===== src/rtl/pd_hold_pkg.sv =====
package pd_hold_pkg;
    typedef enum logic [1:0] {
        PD_RUN  = 2'd0,
        PD_HOLD = 2'd1,
        PD_WAKE = 2'd2
    } pd_state_e;
endpackage


===== src/rtl/pd_req_sync.sv =====
module pd_req_sync #(
    parameter int N      = 2,
    parameter int STAGES = 2
) (
    input  logic         clk,
    input  logic         rst_n,
    input  logic [N-1:0] async_in,
    output logic [N-1:0] sync_out
);
    for (genvar i = 0; i < N; i++) begin : g_chain
        logic [STAGES-1:0] chain_d, chain_q;

        always_comb begin
            chain_d = {chain_q[STAGES-2:0], async_in[i]};
        end

        always_ff @(posedge clk or negedge rst_n) begin
            if (!rst_n) chain_q <= '0;
            else        chain_q <= chain_d;
        end

        assign sync_out[i] = chain_q[STAGES-1];
    end
endmodule


===== src/rtl/pd_seq.sv =====
module pd_seq
    import pd_hold_pkg::*;
#(
    parameter int WAKE_CYCLES = 64
) (
    input  logic clk,
    input  logic rst_n,
    input  logic pd_req,
    output logic hold_now,
    output logic run_q,
    output logic active_q
);
    localparam int CNT_W = $clog2(WAKE_CYCLES + 1);
    localparam logic [CNT_W-1:0] CNT_LOAD = CNT_W'(WAKE_CYCLES - 1);

    typedef struct packed {
        pd_state_e        st;
        logic [CNT_W-1:0] cnt;
    } seq_t;

    seq_t s_d, s_q;

    always_comb begin
        s_d = s_q;
        case (s_q.st)
            PD_RUN: begin
                if (pd_req) s_d.st = PD_HOLD;
            end
            PD_HOLD: begin
                if (!pd_req) begin
                    s_d.st  = PD_WAKE;
                    s_d.cnt = CNT_LOAD;
                end
            end
            PD_WAKE: begin
                if (pd_req)              s_d.st  = PD_HOLD;
                else if (s_q.cnt == '0)  s_d.st  = PD_RUN;
                else                     s_d.cnt = s_q.cnt - 1'b1;
            end
            default: s_d.st = PD_RUN;
        endcase
    end

    always_ff @(posedge clk or negedge rst_n) begin
        if (!rst_n) begin
            s_q.st  <= PD_RUN;
            s_q.cnt <= '0;
        end else begin
            s_q <= s_d;
        end
    end

    assign run_q    = (s_q.st == PD_RUN);
    assign active_q = !run_q;
    assign hold_now = active_q || pd_req;
endmodule


===== src/rtl/pd_hold_reg.sv =====
module pd_hold_reg #(
    parameter int W = 8
) (
    input  logic         clk,
    input  logic         rst_n,
    input  logic         cap_en,
    input  logic         use_held,
    input  logic [W-1:0] live_in,
    output logic [W-1:0] val_out
);
    logic [W-1:0] held_d, held_q;

    always_comb begin
        held_d = cap_en ? live_in : held_q;
    end

    always_ff @(posedge clk or negedge rst_n) begin
        if (!rst_n) held_q <= '0;
        else        held_q <= held_d;
    end

    assign val_out = use_held ? held_q : live_in;
endmodule


===== src/rtl/pd_hold_ctrl.sv =====
module pd_hold_ctrl #(
    parameter int IN_W        = 8,
    parameter int OUT_W       = 8,
    parameter int SYNC_STAGES = 2,
    parameter int WAKE_CYCLES = 64
) (
    input  logic             clk,
    input  logic             rst_n,
    input  logic             feat_en,
    input  logic             req_a,
    input  logic             req_b,
    input  logic [IN_W-1:0]  pad_in,
    output logic [IN_W-1:0]  core_in,
    output logic             req_a_lg,
    output logic             req_b_lg,
    output logic             core_clk_en,
    input  logic [OUT_W-1:0] core_out,
    input  logic [OUT_W-1:0] core_oe,
    output logic [OUT_W-1:0] pad_out,
    output logic [OUT_W-1:0] pad_oe
    ,
    output logic             pd_active
);
    localparam int NREQ  = 2;
    localparam int OBUSW = 2 * OUT_W;

    logic [NREQ-1:0]  req_sync;
    logic             pd_req;
    logic             hold_now;
    logic             run_q;
    logic [OBUSW-1:0] obus_held;

    pd_req_sync #(.N(NREQ), .STAGES(SYNC_STAGES)) u_sync (
        .clk      (clk),
        .rst_n    (rst_n),
        .async_in ({req_b, req_a}),
        .sync_out (req_sync)
    );

    assign pd_req = feat_en && (|req_sync);

    pd_seq #(.WAKE_CYCLES(WAKE_CYCLES)) u_seq (
        .clk      (clk),
        .rst_n    (rst_n),
        .pd_req   (pd_req),
        .hold_now (hold_now),
        .run_q    (run_q),
        .active_q (pd_active)
    );

    // Inward path freezes in the same cycle the clock enable drops.
    pd_hold_reg #(.W(IN_W)) u_in_hold (
        .clk      (clk),
        .rst_n    (rst_n),
        .cap_en   (!hold_now),
        .use_held (hold_now),
        .live_in  (pad_in),
        .val_out  (core_in)
    );

    // Outward path captures on the last running edge, when core state is final.
    pd_hold_reg #(.W(OBUSW)) u_out_hold (
        .clk      (clk),
        .rst_n    (rst_n),
        .cap_en   (run_q),
        .use_held (!run_q),
        .live_in  ({core_oe, core_out}),
        .val_out  (obus_held)
    );

    assign pad_out     = obus_held[OUT_W-1:0];
    assign pad_oe      = obus_held[OBUSW-1:OUT_W];
    assign core_clk_en = !hold_now;
    assign req_a_lg    = feat_en ? 1'b0 : req_a;
    assign req_b_lg    = feat_en ? 1'b0 : req_b;
endmodule


===== config.mk =====
export PLATFORM = sky130hd
export DESIGN_NAME = pd_hold_ctrl
export DESIGN_NICKNAME = d
export VERILOG_FILES = /design/src/rtl/pd_hold_pkg.sv /design/src/rtl/pd_req_sync.sv /design/src/rtl/pd_seq.sv /design/src/rtl/pd_hold_reg.sv /design/src/rtl/pd_hold_ctrl.sv
export SDC_FILE = /design/constraint.sdc
export NUM_CORES = 1
export LEC_CHECK = 0
export BUFFER_PORTS_ARGS = -buffer_cell sky130_fd_sc_hd__buf_2
export CAP_MARGIN = 20
export CORE_UTILIZATION = 40
export CTS_CLUSTER_DIAMETER = 50
export DETAILED_ROUTE_END_ITERATION = 10
export PLACE_DENSITY = 0.73
export SLEW_MARGIN = 20
export SYNTH_ARGS = -nofsm -noshare
export SYNTH_HDL_FRONTEND = slang
export SYNTH_SLANG_ARGS = --single-unit

===== constraint.sdc =====
create_clock -name clk -period 2.75 [get_ports clk]
set_input_delay 0 -clock clk [delete_from_list [all_inputs] [get_ports clk]]
set_output_delay 0 -clock clk [all_outputs]
set_load 0.05 [all_outputs]

==> summary.md, run 1 <==
| Metric | Value |
|---|---|
| Sequential cell area | `926 um2` |
| Max_cap viols | `0` |
| RSZ-0062 raised after global routing | `false` |
| Hold Crit Class | `in -> reg` |
| Antenna violations before repair | `0` |
| Full die area | `0.00394 mm2` |
| Element type at the critical path start | `register` |
| Routed length per instance | `14.4 um` |
| Minimum clock period | `1.92 ns` |
| Htree depth | `2` |
| Period utilization | `69.7%` |
| Final slew viol count | `0` |
| Clock root buffer | `clkbuf_8` |
| Worst slack, placed | `0.932 ns` |
| Post-synth ARST share | `100%` |
| Cells after synthesis | `106` |
| Largest family of logic cells by synthesized area | `multiplexers` |
| Post-synth top cells | `37 x dfrtp_1, 24 x mux2_2, 4 x inv_1` |
| Yosys reg bits | `37` |
| Largest net degree at the start of global routing | `38` |
| Post-synth top area share | `62.8%` |
| Synth area leader | `dfrtp_1` |
| Power, Total | `1.68 mW` |
| N_diodes | `0` |
| Pleak | `1.00 nW` |
| Post-synth EDFFs | `0` |
| First drt pass iteration count | `3` |
| Maximum VDD drop | `336 uV` |
| Power per Cell Area | `785 mW/mm2` |
| Detailed router's first-iteration violation count | `47` |
| TritonCTS Buffers | `5` |
| First-pass GRT wire length | `5.81 mm` |
| Post-route ant nets | `0` |
| Die width | `62.7 um` |
| Post-synthesis cell type count | `27` |
| CP max FO | `9` |
| Post-synth net total | `137` |
| Total gr overflow | `0` |
| Post-Synth Adder-Cell Area | `1.70%` |
| Post-synthesis sequential area ratio | `62.8%` |
| Overall global routing resource usage | `19.5%` |
| FP Rows | `21` |
| Core footprint | `0.00344 mm2` |
| DRT Wirelength | `3.43 mm` |
| FMAX | `0.521 GHz` |
| Clk slew on worst S/H paths | `0.06 ns` |
| Clock Tree Buf Depth | `2` |
| Later-pin clock latency in the skew report | `0.28 ns` |
| Top cells by area, synth | `dfrtp_1 63%, mux2_2 18%, ha_1 1.7%, a211oi_1 1.5%, a31oi_1 1.3%` |
| Setup clock skew after layout | `0.00260 ns` |
| Initial Util | `42.9%` |
| Fin nets | `225` |
| Status | `finished clean` |
| Multi-input gate area | `515 um2` |
| CP max stage cell | `dfrtp_1` |
| Worst Path Class, Setup | `reg -> out` |
| Synth-to-Final Area Change | `45.5%` |
| # IOs | `57` |
| Fin Setup TNS | `0 ns` |
| Chip height | `62.7 um` |
| Final HPWL DP | `2.23 mm` |
| CTS tree | `yes` |
| # setup viols final | `0` |
| Number of global-route vias before repair | `1,279` |
| Mapped Area | `0.00148 mm2` |
| IO Port Bufs | `56` |
| Mux share of post-synthesis cell area | `18.3%` |
| Share of cells above drive strength 1 | `45.6%` |
| Slew margin rel. | `48.0%` |
| Fill count | `259` |
| Final WS setup | `0.832 ns` |
| Via Count | `1,175` |
| Count leader, synth | `dfrtp_1` |
| Worst path max stage delay | `0.37 ns` |
| DRC viols | `0` |
| Post-CTS Setup Repair Bufs | `0` |
| TritonCTS Sinks | `37` |
| Main synth FF type | `dfrtp_1` |
| CP required | `2.75 ns` |
| CP Data Arrival Time | `1.92 ns` |
| Cell depth of the worst flop-to-flop path | `4` |
| Post-Synth Simple-Gate Area | `8.31%` |
| Synth Area in Compound Gates | `6.62%` |
| GPL Wtd Cong | `0.744` |
| Crit-path cells | `o21ai_1, nand2_1, mux2_2, buf_2` |
| Syn Area/Cell | `13.9 um2` |
| Worst Setup End Kind | `output pin` |
| Warnings, synthesis | `0` |
| Synth Area in XOR/XNOR | `0%` |
| Post-cts sizing count | `0` |
| Slew @ Worst Pin | `0.780 ns` |
| Hold Path Depth | `3` |
| CTS Hold Bufs | `27` |
| DR vias/cell | `4.92` |
| Fin. Hold Viols | `0` |
[cell usage in the layout (no fill, tap or decap), types with 2 or more instances in the layout]
cell type / n
a211oi_1: 3
a21oi_1: 3
a31oi_1: 3
buf_2: 56
clkbuf_8: 5
dfrtp_1: 37
dlygate4sd3_1: 27
ha_1: 2
inv_1: 4
mux2_2: 24
nand2_1: 3
nand2b_1: 2
nor2_1: 2
nor2b_1: 3
nor3_1: 3
o21ai_0: 2
[where the power goes]
part	internal (mW)	total (mW)	switching, mW
clock	0.166	0.329	0.163
sequential	0.644	0.690	0.0456
combinational	0.200	0.665	0.465
total	1.01	1.68	0.673
[state kept, by name (all words and copies together), names as in the netlist]
| name | flops |
|---|---|
| u_in_hold.held_q | 8 |
| u_out_hold.held_q | 16 |
| u_seq.s_q | 9 |
| u_sync.g_chain.chain_q | 4 |
[worst max-delay path, delay by kind of cell (launching register included)]
kind                   cells  cell delay (ns)
flip-flops                 1             0.37
buffers and inverters      1             0.26
multiplexers               1             0.33
AO/OA/AOI/OAI              1             0.34
AND/OR/NAND/NOR            1             0.33
[logic make-up (layout without fill, tap and decap cells)]
group	count (synthesis)	in the layout
adders and majority gates	2	2
and+or+nand+nor	21	21
DFF	37	37
buffers and inverters	7	94
muxes	24	24
AOI/OAI and AO/OA	15	15
[metrics by stage]
stage | std cells | hold WS [ns] | util (%) | instance area (um2)
after CTS | 239 | 0.177 | 62.3 | 2150
after global routing | 239 | 0.217 | 62.3 | 2150
after floorplan | 106 | -0.296 | - | 1480
after detailed placement | 206 | 0.119 | 52.3 | 1800
final | 239 | 0.181 | 62.3 | 2150
after global placement | 206 | 0.105 | 52.3 | 1800
[per-layer routing]
metal	vias to the layer above	part of all wire (%)	GRT usage (%)
li1	552	-	-
met1	578	39	19.4
met2	39	55	38.0
met3	6	4.5	5.11
met4	0	1.3	6.98
met5	-	0	0
[worst paths after layout]
path	slack [ns]	end	from
setup / recovery	0.83	core_in[2]	u_sync.g_chain[0].chain_q[1]
hold / removal	0.18	u_seq.s_q[7]	feat_en
setup reg to reg	0.91	u_seq.s_q[2]	u_seq.s_q[3]
hold reg to reg	0.36	u_sync.g_chain[1].chain_q[1]	u_sync.g_chain[1].chain_q[0]
max in group asynchronous	1.91	u_seq.s_q[6]	rst_n
min in group asynchronous	0.36	u_out_hold.held_q[14]	rst_n
[cell type report]
class | instances | share of cell area (%)
clock buffer | 5 | 3.21
multi-input combinational | 62 | 24.0
timing repair buffer | 84 | 26.0
clock inverter | 1 | 0.233
sequential | 37 | 43.1
inverter | 4 | 0.700
tap | 46 | 2.68
(Power assumes the default switching activity.)
==> inputs of run 2 (changes only) <==
clock period = 2.01 ns   (was 2.75 ns; I/O delays follow)
==> run 2 against run 1 <==
Compared with the run above: global-route usage down 0.16 points; count of clock-buffer cells in the layout unchanged; clock skew up 0.0021 ns; sequential cell count unchanged; register-to-register slack worse by 0.75 ns; sequential share of layout area down 0.050 points; total power up 38%; die area unchanged; final area up 0.12%; combinational power up 38%; critical path depth unchanged; final cell count unchanged; critical path type is now reg -> reg; critical endpoint is now u_seq.s_q[2]; largest cell class unchanged; highest routed layer unchanged.
==> summary.md, run 2 (same netlist as run 1, synthesis figures left out) <==
| Metric | Value |
|---|---|
| Status | `finished clean` |
| Overall global routing resource usage | `19.3%` |
| Fill count | `259` |
| Maximum VDD drop | `468 uV` |
| FP Rows | `21` |
| Minimum clock period | `1.85 ns` |
| # IOs | `57` |
| Element type at the critical path start | `register` |
| Setup clock skew after layout | `0.00468 ns` |
| Finished Layout Cells | `239` |
| DR vias/cell | `4.86` |
| Chip height | `62.7 um` |
| Later-pin clock latency in the skew report | `0.28 ns` |
| Worst R2R Setup Slack | `0.16 ns` |
| Core footprint | `0.00344 mm2` |
| FMAX | `0.541 GHz` |
| Largest net degree at the start of global routing | `38` |
| Max_cap viols | `0` |
| Detailed router's first-iteration violation count | `34` |
| Worst Path Class, Setup | `reg -> reg` |
| CP delay by family, top | `compound AO/OA/AOI/OAI gates` |
| RSZ-0062 raised after global routing | `false` |
| Post-route ant nets | `0` |
| First-pass GRT wire length | `5.64 mm` |
| Share of cells above drive strength 1 | `46.1%` |
| Clock root buffer | `clkbuf_8` |
| CP max FO | `9` |
| Worst path max stage delay | `0.55 ns` |
| Via Count | `1,161` |
| Routed length per instance | `14.4 um` |
| Antenna violations before repair | `0` |
| Total gr overflow | `0` |
| Leading cell types in the layout, fill and taps excluded | `56 x buf_2, 37 x dfrtp_1, 27 x dlygate4sd3_1, 24 x mux2_2, 5 x clkbuf_8` |
| Fin. Hold Viols | `0` |
| Clock Tree Buf Depth | `2` |
| Final WS setup | `0.162 ns` |
| First drt pass iteration count | `4` |
| Clk slew on worst S/H paths | `0.07 ns` |
| Crit-path cells | `or4_1, o211a_1, a211oi_1, a31oi_1` |
| TritonCTS Buffers | `5` |
| Full die area | `0.00394 mm2` |
| Commonest non-fill, non-tap cell in the layout | `buf_2` |
| Htree depth | `2` |
| Initial Util | `42.9%` |
| Period utilization | `91.9%` |
| CP required | `2.16 ns` |
| Placed instance count | `206` |
| DRC viols | `0` |
| Final slew viol count | `0` |
| CP max stage cell | `or4_1` |
| CP Data Arrival Time | `2.00 ns` |
| Power, Total | `2.32 mW` |
| Buf+Inv Stages, Crit Path | `0` |
| Fin nets | `225` |
| DRT Wirelength | `3.45 mm` |
| Post-CTS Setup Repair Bufs | `0` |
| Max reg flops | `16` |
| Slew margin rel. | `47.7%` |
| Slew @ Worst Pin | `0.785 ns` |
| Final HPWL DP | `2.06 mm` |
| # setup viols final | `0` |
| TritonCTS Sinks | `37` |
| Pleak | `1.00 nW` |
| Synth-to-Final Area Change | `45.6%` |
| Worst slack, placed | `0.174 ns` |
| N_diodes | `0` |
| Worst Setup End Kind | `register` |
| Power per Cell Area | `1080 mW/mm2` |
| CTS tree | `yes` |
| Die width | `62.7 um` |
| Fin Setup TNS | `0 ns` |
| IO Port Bufs | `56` |
| Hold Crit Class | `in -> reg` |
| GPL Wtd Cong | `0.697` |
| Number of global-route vias before repair | `1,233` |
| Largest regs | `u_out_hold.held_q x16, u_seq.s_q x9, u_in_hold.held_q x8` |
| Reg with most FFs | `u_out_hold.held_q` |
==> run 2: area by class of cell <==
| type | instances | area, um2 | share of cell area (%) |
|---|---|---|---|
| clock buffer | 5 | 68.8 | 3.20 |
| sequential | 37 | 926 | 43.1 |
| inverter | 4 | 15.0 | 0.699 |
| timing repair buffer | 84 | 558 | 26.0 |
| clock inverter | 1 | 5.00 | 0.233 |
| multi-input combinational | 62 | 518 | 24.1 |
| tap | 46 | 57.6 | 2.68 |
==> run 2: through the flow <==
step / area (um2) / util [%] / hold slack (ns)
after detailed placement: 1800 / 52.3 / 0.122
after CTS: 2150 / 62.3 / 0.175
after floorplan: 1480 / - / -0.296
after global placement: 1800 / 52.3 / 0.107
final: 2150 / 62.4 / 0.205
after global routing: 2150 / 62.4 / 0.232
==> run 2: timing repair <==
item,4_1_cts,5_1_grt
endpoints found under the hold margin,63,0
setup endpoints to repair,0,7
gates resized for setup,0,1
hold buffers,27,0
==> run 2: routing by layer <==
| metal | vias up | wire (um) | global-route usage, % |
|---|---|---|---|
| met5 | - | 0 | 0 |
| met4 | 0 | 42 | 9.01 |
| met3 | 6 | 186 | 7.66 |
| met2 | 47 | 1880 | 34.4 |
| met1 | 557 | 1340 | 19.6 |
| li1 | 551 | - | - |
==> run 2: worst register-to-register path, delay by kind of cell (launching register included) <==
kind | cells | cell delay (ns)
flops | 1 | 0.44
simple gates | 1 | 0.55
compound gates | 3 | 0.74
==> run 2: where the power goes <==
group | internal, mW | leakage (nW) | switching (mW)
combinational | 0.275 | 0.538 | 0.642
clock | 0.227 | 0.0399 | 0.230
sequential | 0.881 | 0.422 | 0.0631
==> run 2: worst paths after layout <==
path,start,end,cells after the start
max reg2reg,u_seq.s_q[3],u_seq.s_q[2],4
min in group asynchronous,rst_n,u_out_hold.held_q[9],2
min reg2reg,u_sync.g_chain[0].chain_q[0],u_sync.g_chain[0].chain_q[1],0
max,u_seq.s_q[3],u_seq.s_q[2],4
max in group asynchronous,rst_n,u_in_hold.held_q[3],2
min,feat_en,u_seq.s_q[7],3
==> inputs of run 3 (changes only) <==
PLACE_DENSITY = 0.69   (was 0.73)
SLEW_MARGIN = not set   (was 20)
SYNTH_HIERARCHICAL = 1   (was not set)
==> run 3 against run 2 <==
Compared with the run above: synthesized cell count is 41% higher; clock power is 42% higher; sequential share of layout area is 9.2 points lower; final area is 27% higher; die area is 39% higher; total power is 40% higher; count of clock-buffer cells in the layout is 2 higher; sequential cell count stayed put; via count is 21% higher; largest cell class is now multi-input gates.
==> summary.md, run 3 <==
| Metric | Value |
|---|---|
| TritonCTS Sinks | `37` |
| Post-CTS Setup Repair Bufs | `0` |
| Synth area leader | `dfrtp_1` |
| DRC viols | `0` |
| Max reg flops | `16` |
| CTS tree | `yes` |
| IO Port Bufs | `56` |
| DR vias/cell | `4.69` |
| Post-synthesis cell type count | `33` |
| Fill count | `390` |
| CP max FO | `8` |
| Synth-to-Final Area Change | `31.7%` |
| Leading cell types in the layout, fill and taps excluded | `56 x buf_2, 37 x dfrtp_1, 36 x mux2_4, 27 x dlygate4sd3_1, 12 x mux2_2` |
| WL met1 | `1.80 mm` |
| Chip height | `74.0 um` |
| Commonest non-fill, non-tap cell in the layout | `buf_2` |
| Full die area | `0.00548 mm2` |
| Post-synthesis sequential area ratio | `44.6%` |
| Post-synth EDFFs | `0` |
| Hold Slack | `0.198 ns` |
| Detailed router's first-iteration violation count | `39` |
| Max Used Layer | `met4` |
| GPL Wtd Cong | `0.751` |
| Setup clock skew after layout | `0.00495 ns` |
| FMAX | `0.531 GHz` |
| Number of global-route vias before repair | `1,446` |
| Clock Tree Buf Depth | `2` |
| Largest regs | `u_out_hold/held_q x16, u_seq/s_q x9, u_in_hold/held_q x8` |
| Die width | `74.0 um` |
| Warnings, synthesis | `6` |
| Maximum VDD drop | `727 uV` |
| Post-synth net total | `180` |
| Met3 WL | `159 um` |
| Sequential cell area | `926 um2` |
| CP required | `2.01 ns` |
| Worst Setup End Kind | `output pin` |
| Core footprint | `0.00485 mm2` |
| Slew margin rel. | `45.7%` |
| Final slew viol count | `0` |
| Multi-input gate area | `998 um2` |
| DRT Wirelength | `4.03 mm` |
| Top cells by area, synth | `dfrtp_1 45%, mux2_4 26%, mux2_2 6.5%, buf_6 2.7%, buf_12 1.9%` |
| Fin Setup TNS | `0 ns` |
| Slew @ Worst Pin | `0.814 ns` |
| Fin nets | `263` |
| Period utilization | `93.8%` |
| Largest net degree at the start of global routing | `38` |
| Minimum clock period | `1.88 ns` |
| Main synth FF type | `dfrtp_1` |
| Post-synth ARST share | `100%` |
| # setup viols final | `0` |
| CP Data Arrival Time | `1.88 ns` |
| Mapped Area | `0.00207 mm2` |
| Post-synth top cells | `37 x dfrtp_1, 36 x mux2_4, 12 x mux2_2` |
| Post-synth top area share | `44.6%` |
| # IOs | `57` |
| N_diodes | `0` |
| Routed met2 length | `2.04 mm` |
| Status | `finished clean` |
| Element type at the critical path start | `register` |
| Clk slew on worst S/H paths | `0.07 ns` |
| Antenna violations before repair | `0` |
| Share of cells above drive strength 1 | `52.4%` |
| Final HPWL DP | `2.60 mm` |
| Yosys reg bits | `37` |
| TritonCTS Buffers | `5` |
| Post-route ant nets | `0` |
| Overall global routing resource usage | `15.3%` |
| FP Rows | `25` |
| Htree depth | `2` |
| Initial Util | `42.8%` |
| Pleak | `1.34 nW` |
| Syn Area/Cell | `13.9 um2` |
| Post-cts sizing count | `0` |
| First-pass GRT wire length | `6.40 mm` |
| RSZ-0062 raised after global routing | `false` |
| Routed length per instance | `13.4 um` |
| Max_cap viols | `0` |
| Total gr overflow | `0` |
| Cells after synthesis | `149` |
| Reg with most FFs | `u_out_hold/held_q` |
| CTS Hold Bufs | `27` |
| Hold Crit Class | `in -> reg` |
| Power per Cell Area | `1190 mW/mm2` |
| Clock root buffer | `clkbuf_8` |
| Fin. Hold Viols | `0` |
| Via Count | `1,408` |
| Later-pin clock latency in the skew report | `0.28 ns` |
| First drt pass iteration count | `2` |
| Count leader, synth | `dfrtp_1` |
| Worst Path Class, Setup | `reg -> out` |
[run 3: cell count changes after synthesis, moves of 2 or more]
cell | previous run | this run
nand2b_1 | 2 | 0
buf_12 | 0 | 2
o22a_1 | 0 | 2
buf_6 | 1 | 5
a211oi_1 | 3 | 0
mux2_2 | 24 | 12
mux2_4 | 0 | 36
nor3_1 | 3 | 0
nor2_1 | 2 | 5
buf_4 | 0 | 4
inv_1 | 4 | 7
clkbuf_1 | 2 | 0
xor2_1 | 0 | 2
[run 3: worst paths after layout]
kind | end | cells past startpoint | startpoint | slack, ns
setup / recovery | core_in[7] | 6 | u_sync/g_chain[1].chain_q[1] | 0.13
hold / removal | u_seq/s_q[5] | 3 | feat_en | 0.20
setup reg to reg | u_seq/s_q[0] | 4 | u_seq/s_q[4] | 0.27
hold reg to reg | u_sync/g_chain[0].chain_q[1] | 0 | u_sync/g_chain[0].chain_q[0] | 0.36
max in group asynchronous | u_seq/s_q[6] | 2 | rst_n | 1.12
min in group asynchronous | u_out_hold/held_q[7] | 2 | rst_n | 0.37
[run 3: through the flow]
step,instance area [um2],util (%),total power [mW],worst slack [ns],instances
2_1_floorplan,2070,-,2.35,0.0951,149
4_1_cts,2730,56.3,3.28,0.103,300
6_report,2730,56.3,3.24,0.125,300
5_1_grt,2730,56.3,3.42,0.0212,300
3_5_place_dp,2340,48.4,2.56,0.289,265
3_3_place_gp,2340,48.4,2.54,0.314,265
[run 3: power breakdown]
part,internal (mW),switching [mW]
clock,0.404,0.246
sequential,0.929,0.139
combinational,0.634,0.891
total,1.97,1.28
[run 3: final cells by class]
| cell class | instances | share of cell area [%] |
|---|---|---|
| clock buffers | 7 | 3.16 |
| flip-flops and latches | 37 | 33.9 |
| well taps | 67 | 3.07 |
| multi-input cells | 94 | 36.6 |
| repair buffers | 87 | 21.3 |
| clock inverters | 1 | 1.10 |
| inverters | 7 | 0.962 |
[run 3: kinds of logic after synthesis]
group	after synthesis	share of synthesized area [%]
compound gates	18	6.57
fa+ha+maj	2	1.21
flops	37	44.6
simple gates	23	6.33
mux	49	33.1
buf+inv	18	7.36
xor+xnor	2	0.845
[run 3: worst max-delay path, stage by stage, from the launching register on]
cell and delay, ns:
dfrtp_1 0.36, o21a_1 0.24, inv_1 0.19, nand2_1 0.10
buf_4 0.20, mux2_4 0.31, buf_2 0.21
[run 3: layer usage]
metal / vias to the layer above / GRT usage [%]
met5: - / 0
li1: 691 / -
met3: 5 / 3.79
met2: 35 / 27.7
met4: 0 / 3.21
met1: 677 / 18.5
